$ cat config.mk
export PLATFORM = sky130hd
export DESIGN_NAME = pwm_dbuf
export DESIGN_NICKNAME = d
export VERILOG_FILES = /design/src/rtl/pwmdb_pkg.sv /design/src/rtl/pwmdb_regs.sv /design/src/rtl/pwmdb_ctrl.sv /design/src/rtl/pwmdb_dp.sv /design/src/rtl/pwm_dbuf.sv
export SDC_FILE = /design/constraint.sdc
export NUM_CORES = 1
export LEC_CHECK = 0
export ABC_AREA = 1
export BUFFER_PORTS_ARGS = -buffer_cell sky130_fd_sc_hd__clkbuf_2
export CAP_MARGIN = 20
export CORE_MARGIN = 8
export CORE_UTILIZATION = 45
export DETAILED_ROUTE_END_ITERATION = 10
export PLACE_DENSITY = 0.6
export SYNTH_ARGS = -nofsm -noshare
export SYNTH_HDL_FRONTEND = slang
export SYNTH_HIERARCHICAL = 1
export SYNTH_SLANG_ARGS = --single-unit
$ cat constraint.sdc
create_clock -name clk -period 2.35 [get_ports clk]
set_input_delay 0.235 -clock clk [delete_from_list [all_inputs] [get_ports clk]]
set_output_delay 0.235 -clock clk [all_outputs]
set_load 0.05 [all_outputs]
$ cat src/rtl/pwmdb_pkg.sv
package pwmdb_pkg;
  localparam int ADDR_W = 2;
  localparam int PRE_W = 4;

  localparam logic [ADDR_W-1:0] ADDR_PERIOD = 2'd0;
  localparam logic [ADDR_W-1:0] ADDR_DUTY   = 2'd1;
  localparam logic [ADDR_W-1:0] ADDR_CTRL   = 2'd2;
  localparam logic [ADDR_W-1:0] ADDR_SLAVE  = 2'd3;

  // strobes from control to datapath
  typedef struct packed {
    logic tick;   // prescaler expired: advance time base
    logic wrap;   // tick at end of period
    logic hold;   // block disabled
  } pwmStrobe_t;

  // terminal count of the prescaler for a select code
  function automatic logic [PRE_W-1:0] preLimit(input logic [1:0] sel);
    case (sel)
      2'd0:    preLimit = PRE_W'(0);
      2'd1:    preLimit = PRE_W'(3);
      default: preLimit = PRE_W'(15);
    endcase
  endfunction
endpackage

$ cat src/rtl/pwmdb_regs.sv
module pwmdb_regs
  import pwmdb_pkg::*;
#(
  parameter int TIMER_W = 8,
  parameter int SUB_W = 2
) (
  input  logic                       clk,
  input  logic                       rstN,
  input  logic                       wrEn,
  input  logic [ADDR_W-1:0]          wrAddr,
  input  logic [TIMER_W-1:0]         wrData,
  input  logic [ADDR_W-1:0]          rdAddr,
  input  logic [TIMER_W+SUB_W-1:0]   slaveDuty,
  output logic [TIMER_W-1:0]         rdData,
  output logic [TIMER_W-1:0]         periodReg,
  output logic [TIMER_W+SUB_W-1:0]   masterDuty,
  output logic                       enable,
  output logic [1:0]                 presSel
);
  localparam int DUTY_W = TIMER_W + SUB_W;
  localparam int EN_BIT = SUB_W;
  localparam int PRES_LO = SUB_W + 1;
  localparam int CTRL_USED = SUB_W + 3;

  logic [TIMER_W-1:0] dutyHi;
  logic [SUB_W-1:0]   dutyLo;

  always_ff @(posedge clk or negedge rstN) begin
    if (!rstN) begin
      periodReg <= '0;
      dutyHi    <= '0;
      dutyLo    <= '0;
      enable    <= 1'b0;
      presSel   <= '0;
    end else if (wrEn) begin
      case (wrAddr)
        ADDR_PERIOD: periodReg <= wrData;
        ADDR_DUTY:   dutyHi <= wrData;
        ADDR_CTRL: begin
          dutyLo  <= wrData[SUB_W-1:0];
          enable  <= wrData[EN_BIT];
          presSel <= wrData[PRES_LO+1:PRES_LO];
        end
        default: ;  // slave copy is read-only
      endcase
    end
  end

  assign masterDuty = {dutyHi, dutyLo};

  always_comb begin
    case (rdAddr)
      ADDR_PERIOD: rdData = periodReg;
      ADDR_DUTY:   rdData = dutyHi;
      ADDR_CTRL:   rdData = TIMER_W'({presSel, enable, dutyLo});
      default:     rdData = slaveDuty[DUTY_W-1:SUB_W];
    endcase
  end

  initial begin
    if (TIMER_W < CTRL_USED) $error("control fields do not fit the data width");
  end
endmodule

$ cat src/rtl/pwmdb_ctrl.sv
module pwmdb_ctrl
  import pwmdb_pkg::*;
(
  input  logic       clk,
  input  logic       rstN,
  input  logic       enable,
  input  logic [1:0] presSel,
  input  logic       atTop,
  output pwmStrobe_t strobe
);
  logic [PRE_W-1:0] preCnt;
  logic [PRE_W-1:0] limit;
  logic             tick;

  assign limit = preLimit(presSel);
  assign tick  = enable && (preCnt >= limit);

  always_ff @(posedge clk or negedge rstN) begin
    if (!rstN)        preCnt <= '0;
    else if (!enable) preCnt <= '0;
    else if (tick)    preCnt <= '0;
    else              preCnt <= preCnt + PRE_W'(1);
  end

  always_comb begin
    strobe.tick = tick;
    strobe.wrap = tick && atTop;
    strobe.hold = !enable;
  end
endmodule

$ cat src/rtl/pwmdb_dp.sv
module pwmdb_dp
  import pwmdb_pkg::*;
#(
  parameter int TIMER_W = 8,
  parameter int SUB_W = 2
) (
  input  logic                     clk,
  input  logic                     rstN,
  input  pwmStrobe_t               strobe,
  input  logic [TIMER_W-1:0]       periodReg,
  input  logic [TIMER_W+SUB_W-1:0] masterDuty,
  output logic                     atTop,
  output logic [TIMER_W+SUB_W-1:0] slaveDuty,
  output logic                     pwmOut
);
  localparam int DUTY_W = TIMER_W + SUB_W;

  logic [TIMER_W-1:0] timer;
  logic [SUB_W-1:0]   subCnt;
  logic [DUTY_W-1:0]  tbase;
  logic [DUTY_W-1:0]  nextTb;

  assign tbase  = {timer, subCnt};
  assign nextTb = tbase + DUTY_W'(1);
  assign atTop  = (timer == periodReg) && (subCnt == '1);

  always_ff @(posedge clk or negedge rstN) begin
    if (!rstN) begin
      timer     <= '0;
      subCnt    <= '0;
      slaveDuty <= '0;
      pwmOut    <= 1'b0;
    end else if (strobe.hold) begin
      timer  <= '0;
      subCnt <= '0;
      pwmOut <= 1'b0;
    end else if (strobe.wrap) begin
      timer     <= '0;
      subCnt    <= '0;
      slaveDuty <= masterDuty;
      pwmOut    <= (masterDuty != '0);
    end else if (strobe.tick) begin
      {timer, subCnt} <= nextTb;
      if (nextTb == slaveDuty) pwmOut <= 1'b0;
    end
  end

  // a high output means the time base has not yet reached the duty
  p_high_below_duty_r5: assert property (@(posedge clk) disable iff (!rstN)
    pwmOut |-> (tbase < slaveDuty));

  // zero duty never drives the output high
  p_zero_low_r6: assert property (@(posedge clk) disable iff (!rstN)
    (slaveDuty == '0) |-> !pwmOut);

  // slave copy only moves on a period wrap
  p_slave_stable_r8: assert property (@(posedge clk) disable iff (!rstN)
    !strobe.wrap |=> $stable(slaveDuty));

  // wrap restarts the time base and loads the slave
  p_wrap_load_r4: assert property (@(posedge clk) disable iff (!rstN)
    strobe.wrap |=> (tbase == '0) && (slaveDuty == $past(masterDuty))
                    && (pwmOut == (slaveDuty != '0)));
endmodule

$ cat src/rtl/pwm_dbuf.sv
module pwm_dbuf
  import pwmdb_pkg::*;
#(
  parameter int TIMER_W = 8,
  parameter int SUB_W = 2
) (
  input  logic               clk,
  input  logic               rstN,
  input  logic               wrEn,
  input  logic [1:0]         wrAddr,
  input  logic [TIMER_W-1:0] wrData,
  input  logic [1:0]         rdAddr,
  output logic [TIMER_W-1:0] rdData,
  output logic               pwmOut
);
  localparam int DUTY_W = TIMER_W + SUB_W;

  logic [TIMER_W-1:0] periodReg;
  logic [DUTY_W-1:0]  masterDuty;
  logic [DUTY_W-1:0]  slaveDuty;
  logic               enable;
  logic [1:0]         presSel;
  logic               atTop;
  pwmStrobe_t         strobe;

  pwmdb_regs #(.TIMER_W(TIMER_W), .SUB_W(SUB_W)) uRegs (
    .clk(clk), .rstN(rstN), .wrEn(wrEn), .wrAddr(wrAddr), .wrData(wrData),
    .rdAddr(rdAddr), .slaveDuty(slaveDuty), .rdData(rdData),
    .periodReg(periodReg), .masterDuty(masterDuty), .enable(enable),
    .presSel(presSel)
  );

  pwmdb_ctrl uCtrl (
    .clk(clk), .rstN(rstN), .enable(enable), .presSel(presSel),
    .atTop(atTop), .strobe(strobe)
  );

  pwmdb_dp #(.TIMER_W(TIMER_W), .SUB_W(SUB_W)) uDp (
    .clk(clk), .rstN(rstN), .strobe(strobe), .periodReg(periodReg),
    .masterDuty(masterDuty), .atTop(atTop), .slaveDuty(slaveDuty),
    .pwmOut(pwmOut)
  );

  // disabled block drives the output low one cycle later
  p_off_low_r9: assert property (@(posedge clk) disable iff (!rstN)
    !enable |=> !pwmOut);
endmodule

# --- Word level (Yosys, flattened, before mapping) ---
# Cells that the tools add are included.
word_totals:
  regBits: 46
  in_bits: 15
  output_inout_bits: 9
  word_cells: 49
classes:
  addsub: 2
  magnitude_cmp: 1
  eq_ne: 10
  muxes: 14
  reduce_logical: 12
ops:
  columns: ["op", "n"]
  rows:
  - ["$mux 8", 3]
  - ["$pmux 8 s3", 1]
  - ["$add 10x1->10 const B", 1]
  - ["$eq 10x10->1", 1]
  - ["$reduce_and 2->1", 5]
  - ["$reduce_bool 10->1", 1]
  - ["$eq 8x8->1", 1]
  - ["$mux 4", 2]
  - ["$pmux 4 s2", 1]
  - ["$eq 2x1->1 const B", 3]
  - ["$eq 2x2->1 const B", 3]
  - ["$logic_not 2->1", 3]
  - ["$mux 2", 3]
  - ["$ne 3x2->1 const B", 2]
  - ["$add 4x1->4 const B", 1]
  - ["$ge 4x4->1", 1]
  - ["$mux 1", 4]
  - ["$logic_and 1x1->1", 3]

# --- Depth between registers and ports, before layout ---
# Gate-level depths: netlist of run 1.
depth:
  ltp_word: 7
  ltp_mapped: 20
  depth_no_buf: 19

# --- By module ---
# The synthesis of run 1 kept the hierarchy.
modules_own_cells:
  columns: ["module", "n_inst", "cells_each", "area_per_inst_um2", "seq_area_each_um2"]
  rows:
  - ["pwmdb_dp", 1, 180, 1286.2, 525.5]
  - ["pwmdb_regs", 1, 122, 1069.8, 525.5]
  - ["pwmdb_ctrl", 1, 41, 322.8, 100.1]

# --- Least setup slack after synthesis of run 1 ---
# Ideal clock, no wire load.
synth_timing:
  kind: "reg2reg"
  start: "register uRegs.presSel[1]"
  end: "register uDp.slaveDuty[0]"
  setup_ns: 0.133
  t_arrival_ns: 1.825
  t_required_ns: 2.217
  slack_ns: 0.393
  stages_incl_launch_ff: 12
  n_path_buf: 1
  synth_period_minus_slack_ns: 1.957
  cell_sequence: "dfrtp_1 -> nor2_1 -> inv_1 -> ha_1 -> nand4_1 -> nand3_2 -> nand2_2 -> nor2_2 -> inv_1 -> nor2_1 -> clkbuf_1 -> o21ai_0"
synth_lines:
  columns: ["element", "line", "source"]
  rows:
  - ["from (decl)", "pwmdb_regs.sv:18", "output logic [1:0] presSel"]
  - ["from (signal assigned)", "pwmdb_regs.sv:42", "presSel <= wrData[PRES_LO+1:PRES_LO];"]
  - ["to (signal assigned)", "pwmdb_dp.sv:40", "slaveDuty <= masterDuty;"]
  - ["to (decl)", "pwmdb_dp.sv:13", "output logic [TIMER_W+SUB_W-1:0] slaveDuty,"]

==> results of run 1 <==
[kinds of logic after synthesis]
group,synth area share
AND/OR/NAND/NOR,0.322
buffers and inverters,0.0780
AO/OA/AOI/OAI,0.121
flip-flops,0.430
adder cells (fa/ha/maj),0.0280
XOR/XNOR,0.0215
[registers in the layout (all words and copies together), names as in the netlist]
register,count
uCtrl/preCnt,4
uDp/pwmOut,1
uDp/slaveDuty,10
uDp/subCnt,2
uDp/timer,8
uRegs/dutyHi,8
uRegs/dutyLo,2
uRegs/enable,1
uRegs/periodReg,8
uRegs/presSel,2
[area by class of cell]
class                           instances  area share
Sequential cell                        46       0.384
Inverter                               44      0.0551
Tap cell                               75      0.0313
Clock buffer                            5      0.0230
Timing Repair Buffer                   27      0.0485
Multi-Input combinational cell        247       0.443
Clock inverter                          3      0.0150
[cell usage in the layout, fill, tap and decap left out, drive strengths merged, types with 2 or more instances in the layout]
master / netlist / layout
nor2: 24 / 24
clkbuf: 1 / 28
inv: 43 / 43
a221oi: 2 / 2
nand2: 112 / 112
o22ai: 8 / 8
o21ai: 31 / 31
ha: 6 / 6
nor4: 2 / 2
nand4: 8 / 8
a21oi: 4 / 4
nand3b: 6 / 6
buf: 5 / 4
clkinvlp: 0 / 2
nand3: 35 / 35
dfrtp: 46 / 46
xor2: 4 / 4
[timing repair]
item	CTS	global route
setup buffers	0	0
resized for setup	0	3
setup endpoints to repair	0	10
[worst paths after layout]
check,start,to,slack [ns],depth (start not counted)
worst max-delay path,uRegs/presSel[1],uDp/subCnt[1],0.16,11
worst min-delay path,rstN,uDp/slaveDuty[4],-0.01,1
worst max register to register,uRegs/presSel[1],uDp/subCnt[1],0.16,11
worst min register to register,uDp/slaveDuty[1],uDp/slaveDuty[1],0.53,2
max in group asynchronous,rstN,uRegs/dutyHi[3],1.74,2
min in group clk,wrData[5],uRegs/dutyHi[5],0.19,3
[metal layers]
layer	routed length [um]	track usage	vias to the layer above
li1	-	-	1178
met1	2920	0.202	1083
met2	2850	0.244	45
met3	222	0.0321	6
met4	89	0.0497	0
met5	0	0	-
[power groups by stage]
stage	logic, uW	registers (uW)	clock network, uW
floorplan	302	929	0
global placement	389	953	0
detailed placement	397	956	0
CTS	398	941	608
global route	442	955	648
finish	396	942	591
[stage by stage]
step                std cells  hold WS [ns]  total power [uW]  setup slack [ns]  area [um^2]
floorplan                 343       -0.0606              1230             0.393         2680
global placement          439         0.336              1340             0.209         2870
detailed placement        439         0.336              1350            0.0328         2870
CTS                       447       0.00857              1950            0.0226         2990
global route              447        0.0385              2050           0.00425         3000
finish                    447       -0.0129              1930             0.161         3000
==> flow_metrics.env, run 1 <==
export IMPL_clock_latency_ns=0.30
export IMPL_core_um2=5850
export IMPL_holdBufCountCts=0
export IMPL_fillCellCount=586
export IMPL_io_buffers=23
export IMPL_synth_most_common_cell="nand2_1"
export IMPL_seq_power_share=0.488
export IMPL_cts_max_level=2
export IMPL_status="complete, but fails checks"
export IMPL_ys_ff_latch=46
export IMPL_regArea_um2=1150
export IMPL_p_int_uw=1300
export IMPL_critical_path_top_delay_family="simple AND/OR/NAND/NOR gates"
export IMPL_synth_common_cells="nand2_1 (104), dfrtp_1 (46), inv_1 (42)"
export IMPL_synthToLayoutAreaGrowth_pct=11.8
export IMPL_switching_share=0.323
export IMPL_grt_usage=0.153
export IMPL_drt_iter0_markers=117
export IMPL_worst_slew_pin_slew_ns=0.750
export IMPL_period_needed_ns=2.19
export IMPL_synth_area_um2=2680
export IMPL_synth_edf_count=0
export IMPL_ys_flop_type="dfrtp_1"
export IMPL_insertedDiodeCount=0
export IMPL_viasPerCell=5.17
export IMPL_cpMostUsedCell="inv_1"
export IMPL_crit_slowest_cell="dfrtp_1"
export IMPL_wirelength_um=6080
export IMPL_avgSynthCellArea_um2=7.81
export IMPL_netlist_instances=343
export IMPL_dpl_hpwl_um=4820
export IMPL_max_freq_mhz=457
export IMPL_nets=392
export IMPL_crit_fanout=7
export IMPL_power_leakage_uw=0.00147
export IMPL_finalHoldViolations=17
export IMPL_multi_input_area_um2=1330
export IMPL_p_clk_frac=0.306
export IMPL_die_area_um2=8680
export IMPL_antenna_found_initial=0
export IMPL_grt_pass1_vias=2292
export IMPL_switchingPower_uw=624
export IMPL_start_util=0.458
export IMPL_finalSetupTns_ns=0
export IMPL_final_core_util=0.512
export IMPL_irDropWorstVdd_mv=0.340
export IMPL_first_pass_iters=4
export IMPL_worstPathRequired_ns=2.56
export IMPL_max_slew_margin_rel=0.500
export IMPL_ioPinCount=24
export IMPL_cts_made_buffers=5
export IMPL_setup_violations=0
export IMPL_violations="negative hold slack"
export IMPL_fin_skew_ns=0.0119
export IMPL_critPathBufInv=3
export IMPL_die_y_um=93.2
export IMPL_synth_async_reset_ratio=1.00
export IMPL_routedWlPerCell_um=13.6
export IMPL_netlist_top_cells_area="dfrtp_1 (43%), nand2_1 (15%), nand3_1 (6.2%)"
export IMPL_cp_start_kind="flop"
export IMPL_drc_errors=0
export IMPL_synth_distinct_cells=33
export IMPL_drive_gt1_frac=0.194
export IMPL_rows=28
export IMPL_hold_path_class="input port to async pin"
export IMPL_ant_nets=0
export IMPL_slowest_delay_ns=0.42
export IMPL_yosys_warnings=6
export IMPL_cts_tree="yes"
export IMPL_cts_root_buf="clkbuf_8"
export IMPL_cts_sinks=46
export IMPL_powerDensity_nw_per_um2=644
export IMPL_seq_area_frac_synth=0.430
export IMPL_hold_ws_ns=-0.0129
export IMPL_worstPathArrival_ns=2.40
export IMPL_vias=2312
export IMPL_critPathKind="flop to flop"
export IMPL_grt_ovfl_total=0
export IMPL_rsz0062_at_grt="no"
export IMPL_grt_max_degree=30
export IMPL_clockBufferDepth=2
export IMPL_synth_largest_area_cell="dfrtp_1"
export IMPL_setup_worst_path_end_class="flop"
export IMPL_gp_congestion=0.837
export IMPL_combPwrFrac=0.205
export IMPL_synth_nets=364
export IMPL_die_w_um=93.2
export IMPL_cap_violations=0
export IMPL_netlist_area_leader_share=0.430
export IMPL_path_cells="inv_1 > ha_1 > a21oi_1 > nand3_2 > nand2_2 > nor2_2 > nor2_1 > inv_1 > nor2_2 > inv_1 > o21ai_0"
export IMPL_slew_viol_final=0
export IMPL_post_route_period_util=0.932
export IMPL_clk_pin_slew_ns=0.09
export IMPL_grt_pass1_wl_um=10800
Note: power is estimated with default switching activity, not from simulation.
==> run 2: changes to the inputs <==
Settings changed: ABC_AREA 1 to not set.
==> run 2 against run 1 <==
Effect of this change:
- the run now ends clean
- clock power barely moved
- first-iteration DRC count rose by 9.4%
- die area fell by 0.65%
- sequential power rose by 3.0%
- critical path type unchanged
- routed wire length fell by 6.4%
- clock-buffer cell count rose by 1
- largest power group unchanged
- non-clock buffer count rose by 12
- area after synthesis fell by 0.79%
- core utilization rose by 1.1 points
- total power rose by 7.9%
==> flow_metrics.env, run 2 <==
export IMPL_vias=1810
export IMPL_startpoint="uRegs/presSel[0]"
export IMPL_crit_fanout=2
export IMPL_grt_pass1_vias=1821
export IMPL_netlist_top_cells_area="dfrtp_1 (43%), mux2_2 (12%), xor2_1 (5.6%)"
export IMPL_final_common_cell="dfrtp_1"
export IMPL_final_core_util=0.523
export IMPL_cts_sinks=46
export IMPL_seq_area_frac_synth=0.433
export IMPL_viasPerCell=5.39
export IMPL_cp_start_kind="flop"
export IMPL_ioPinCount=24
export IMPL_die_y_um=92.9
export IMPL_postLayoutCellArea_um2=3040
export IMPL_drt_iter0_markers=128
export IMPL_fillCellCount=547
export IMPL_gp_congestion=0.794
export IMPL_first_pass_iters=4
export IMPL_clockBufferDepth=2
export IMPL_worst_slew_pin_slew_ns=0.595
export IMPL_power_leakage_uw=0.00142
export IMPL_post_route_period_util=0.974
export IMPL_cts_made_buffers=5
export IMPL_die_area_um2=8620
export IMPL_cts_max_level=2
export IMPL_max_slew_margin_rel=0.603
export IMPL_ys_ff_latch=46
export IMPL_antenna_found_initial=0
export IMPL_synth_common_cells="dfrtp_1 (46), mux2_2 (28), nor2_1 (18)"
export IMPL_irDropWorstVdd_mv=0.373
export IMPL_yosys_warnings=6
export IMPL_dpl_hpwl_um=4270
export IMPL_rsz0062_at_grt="yes"
export IMPL_synth_nets=248
export IMPL_regMostFlops="uDp/slaveDuty"
export IMPL_synth_most_common_cell="dfrtp_1"
export IMPL_routedWlPerCell_um=16.9
export IMPL_r2r_start="uRegs/presSel[0]"
export IMPL_insertedDiodeCount=0
export IMPL_rr_worst_depth=10
export IMPL_nets=281
export IMPL_setup_worst_path_end_class="flop"
export IMPL_synth_largest_area_cell="dfrtp_1"
export IMPL_grt_max_degree=47
export IMPL_ant_nets=0
export IMPL_period_needed_ns=2.29
export IMPL_io_buffers=23
export IMPL_clk_pin_slew_ns=0.09
export IMPL_netlist_instances=227
export IMPL_grt_ovfl_total=0
export IMPL_core_um2=5820
export IMPL_final_cell_mix="dfrtp_1 (46), mux2_2 (28), clkbuf_2 (23)"
export IMPL_cp_endpoint="uDp/pwmOut"
export IMPL_netlist_area_leader_share=0.433
export IMPL_avgSynthCellArea_um2=11.7
export IMPL_drc_errors=0
export IMPL_fin_skew_ns=0.0106
export IMPL_ys_flop_type="dfrtp_1"
export IMPL_cap_violations=0
export IMPL_placed_cell_area_um2=2900
export IMPL_rows=28
export IMPL_die_w_um=92.9
export IMPL_start_util=0.457
export IMPL_synthToLayoutAreaGrowth_pct=14.5
export IMPL_slew_viol_final=0
export IMPL_grt_usage=0.138
export IMPL_hold_path_class="input port to async pin"
export IMPL_worstPathArrival_ns=2.46
export IMPL_largest_register_ff_count=10
export IMPL_critPathKind="flop to flop"
export IMPL_drive_gt1_frac=0.364
export IMPL_finalHoldViolations=0
export IMPL_cts_tree="yes"
export IMPL_cts_root_buf="clkbuf_8"
export IMPL_worstReg2RegEnd="uDp/pwmOut"
export IMPL_clock_latency_ns=0.30
export IMPL_synth_edf_count=0
export IMPL_wirelength_um=5690
export IMPL_worstPathRequired_ns=2.52
export IMPL_max_freq_mhz=437
export IMPL_grt_pass1_wl_um=9480
export IMPL_powerDensity_nw_per_um2=684
export IMPL_status="finished, final reports clean"
export IMPL_synth_area_um2=2660
export IMPL_synth_distinct_cells=44
export IMPL_regToRegSetupSlack_ns=0.06
export IMPL_setup_violations=0
export IMPL_synth_async_reset_ratio=1.00
[run 2: changes by cell type after synthesis, moves of 9 or more]
cell     previous run  this run
inv_1              42         7
xnor2_1             0        11
o21ai_2            16         0
nand2_1           104         7
xor2_1              4        17
mux2_2              0        28
o21ai_0            13         4
nand3_1            33         7
[run 2: cells by family (layout without fill, tap and decap cells)]
family                     count (synthesis)  after routing  share of synthesized area
AOI/OAI and AO/OA                         18             18                     0.0504
xor gates and xnor gates                  29             29                     0.0984
adders and majority gates                  7              7                     0.0320
buffers and inverters                     20             54                     0.0414
DFF                                       46             46                      0.433
muxes                                     41             41                      0.193
and+or+nand+nor                           66             66                      0.152
[run 2: area by class of cell]
| type | instances | area [um^2] | share of cell area |
|---|---|---|---|
| clock inverters | 2 | 37.5 | 0.0123 |
| clock buffers | 6 | 72.6 | 0.0239 |
| multi-input cells | 161 | 1420 | 0.467 |
| flip-flops and latches | 46 | 1150 | 0.378 |
| repair buffers | 39 | 239 | 0.0786 |
| well taps | 75 | 93.8 | 0.0309 |
| inverters | 7 | 26.3 | 0.00864 |
[run 2: timing repair]
item	in CTS	in global routing
hold buffers	0	0
pin swaps	2	5
hold endpoints to repair	0	0
endpoints found under the setup margin	1	17
resized for setup	1	6
setup buffers	0	1
cloned	0	0
[run 2: worst max-delay path, cell delays in order (launching register included)]
cell and delay [ns]:
dfrtp_1 0.38, or2_4 0.27, inv_1 0.06, ha_1 0.22, o211ai_2 0.20, o21ai_2 0.09, and3_1 0.20, nor2b_2 0.17
a32o_1 0.21, nor4_1 0.26, a31oi_1 0.11
[run 2: worst min-delay path by stage]
stage | startpoint | end | slack (ns) | depth (start not counted)
6_report | rstN | uRegs/enable | 0.01 | 2
2_1_floorplan | rstN | uCtrl/preCnt[0] | -0.06 | 0
5_1_grt | rstN | uRegs/dutyHi[4] | 0.07 | 2
3_5_place_dp | rstN | uRegs/dutyHi[4] | 0.37 | 2
3_3_place_gp | rstN | uRegs/enable | 0.37 | 2
4_1_cts | rstN | uRegs/dutyHi[4] | 0.04 | 2
[run 2: power by group]
part           total [uW]  internal [uW]  switching [uW]  leakage [uW]
registers             970            880            90.3      0.000596
logic                 518            233             285      0.000770
clock network         593            318             275     0.0000514
[run 2: routing by layer]
metal,wire [um],part of all wire,GRT usage,vias up
met5,0,0,0,-
met4,29,0.0051,0.0362,0
met3,148,0.026,0.0243,2
met2,2760,0.49,0.212,32
met1,2750,0.48,0.194,898
li1,-,-,-,878
[run 2: stage by stage]
stage,power [uW],setup WS (ns),hold WS [ns],setup TNS [ns],std cells
finish,2080,0.0601,0.0132,0,336
global route,2200,-0.0293,0.0659,-0.0293,336
CTS,2070,0.0756,0.0355,0,335
detailed placement,1470,-0.0176,0.371,-0.0176,327
global placement,1470,0.00464,0.369,0,327
floorplan,1330,0.0924,-0.0606,0,227
==> run 3: changes to the inputs <==
Settings changed: CORE_ASPECT_RATIO set to 0.6.
==> run 3 against run 2 <==
Effect of this change:
- core utilization is 0.99 points higher
- cell count is 1.2% higher
- clock skew down 0.0026 ns
- worst hold slack gained 0.0046 ns
- design area down 1.0%
- setup slack gained 0.076 ns
- non-clock buffer count is 1 lower
- fmax grew 3.4%
- critical path depth shrank 2
- sequential power is essentially flat
- register-to-register slack better by 0.08 ns
- largest cell class unchanged
- total power down 4.1%
==> flow_metrics.env, run 3 (same netlist as run 2, synthesis figures left out) <==
export IMPL_hold_path_class="input port to async pin"
export IMPL_rr_worst_depth=8
export IMPL_cts_sinks=46
export IMPL_core_um2=5650
export IMPL_cts_max_level=2
export IMPL_max_freq_mhz=452
export IMPL_cts_made_buffers=5
export IMPL_startpoint="uDp/timer[5]"
export IMPL_setup_worst_path_end_class="flop"
export IMPL_drive_gt1_frac=0.358
export IMPL_r2r_start="uDp/timer[5]"
export IMPL_cts_root_buf="clkbuf_8"
export IMPL_irDropWorstVdd_mv=0.276
export IMPL_worstPathRequired_ns=2.53
export IMPL_first_pass_iters=4
export IMPL_worstReg2RegEnd="uDp/slaveDuty[8]"
export IMPL_vias=1803
export IMPL_routedWlPerCell_um=16.8
export IMPL_die_area_um2=8700
export IMPL_nets=280
export IMPL_grt_ovfl_total=0
export IMPL_dpl_hpwl_um=4320
export IMPL_largest_register_ff_count=10
export IMPL_critPathKind="flop to flop"
export IMPL_drc_errors=0
export IMPL_fillCellCount=499
export IMPL_io_buffers=23
export IMPL_dpl_cell_count=330
export IMPL_powerDensity_nw_per_um2=663
export IMPL_start_util=0.470
export IMPL_cts_tree="yes"
export IMPL_die_w_um=115
export IMPL_cp_start_kind="flop"
export IMPL_final_common_cell="dfrtp_1"
export IMPL_power_leakage_uw=0.00141
export IMPL_setup_violations=0
export IMPL_insertedDiodeCount=0
export IMPL_slew_viol_final=0
export IMPL_ant_nets=0
export IMPL_worstPathArrival_ns=2.40
export IMPL_post_route_period_util=0.942
export IMPL_grt_max_degree=47
export IMPL_viasPerCell=5.30
export IMPL_grt_pass1_wl_um=9450
export IMPL_regToRegSetupSlack_ns=0.14
export IMPL_worst_slew_pin_slew_ns=0.609
export IMPL_crit_fanout=10
export IMPL_drt_iter0_markers=90
export IMPL_clock_latency_ns=0.30
export IMPL_rows=21
export IMPL_period_needed_ns=2.21
export IMPL_finalSetupTns_ns=0
export IMPL_finalHoldViolations=0
export IMPL_max_slew_margin_rel=0.594
export IMPL_grt_pass1_vias=1804
export IMPL_fin_skew_ns=0.00797
export IMPL_synthToLayoutAreaGrowth_pct=13.3
export IMPL_antenna_found_initial=0
export IMPL_place_ws_ns=-0.00809
export IMPL_grt_usage=0.144
export IMPL_final_cell_mix="dfrtp_1 (46), mux2_2 (28), clkbuf_2 (23)"
export IMPL_wirelength_um=5700
export IMPL_clockBufferDepth=2
export IMPL_die_y_um=75.5
export IMPL_holdBufCountCts=0
export IMPL_status="finished, final reports clean"
export IMPL_rsz0062_at_grt="no"
export IMPL_fin_ws_ns=0.136
export IMPL_ioPinCount=24
export IMPL_clk_pin_slew_ns=0.08
export IMPL_gp_congestion=0.744
export IMPL_regMostFlops="uDp/slaveDuty"
export IMPL_cp_endpoint="uDp/slaveDuty[8]"
export IMPL_cap_violations=0
export IMPL_stdcell_count=340
run 3: worst min-delay path by stage:
stage          from                  to  slack (ns)  depth (start not counted)
6_report       rstN     uRegs/dutyLo[1]        0.02                          2
5_1_grt        rstN    uDp/slaveDuty[2]        0.07                          2
4_1_cts        rstN  uRegs/periodReg[1]        0.04                          2
3_5_place_dp   rstN     uRegs/dutyLo[1]        0.37                          2
3_3_place_gp   rstN     uRegs/dutyLo[1]        0.37                          2
2_1_floorplan  rstN     uCtrl/preCnt[0]       -0.06                          0
run 3: per-stage QoR:
stage / total power (uW) / utilization / hold slack, ns / cell area (um^2)
floorplan: 1330 / - / -0.0606 / 2660
global placement: 1470 / 0.511 / 0.367 / 2890
detailed placement: 1480 / 0.511 / 0.372 / 2890
CTS: 2000 / 0.528 / 0.0401 / 2990
global route: 2120 / 0.533 / 0.0742 / 3010
finish: 2000 / 0.533 / 0.0177 / 3010
run 3: power breakdown:
part / internal, uW / switching (uW)
Clock: 238 / 264
Sequential: 880 / 90.6
Combinational: 235 / 289
Total: 1350 / 644
run 3: area by class of cell:
class                   instances  area [um^2]  area share
multi-input cells             161         1410       0.468
flip-flops and latches         46         1150       0.382
repair buffers                 38          231      0.0769
well taps                      80          100      0.0333
clock buffers                   7         86.3      0.0287
inverters                       7         26.3     0.00873
clock inverters                 1         5.00     0.00166
run 3: metal layers:
metal / part of all wire / GRT usage / up-vias
li1: - / - / 870
met4: 0.0077 / 0.0347 / 0
met5: 0 / 0 / -
met3: 0.084 / 0.0403 / 5
met1: 0.52 / 0.217 / 875
met2: 0.38 / 0.194 / 53
run 3: timing repair:
action,in CTS,in global routing
setup endpoints to repair,1,12
gates resized for setup,0,6
pin swaps,1,4
setup buffers,1,1
run 3: worst max-delay path, stage by stage (launching register included):
cell and delay [ns]:
dfrtp_1 0.41, xor2_1 0.19, nor4_1 0.29, nand3_1 0.12, nor4_1 0.17, and3_1 0.21
nor2b_2 0.18, buf_6 0.18, mux2_2 0.34
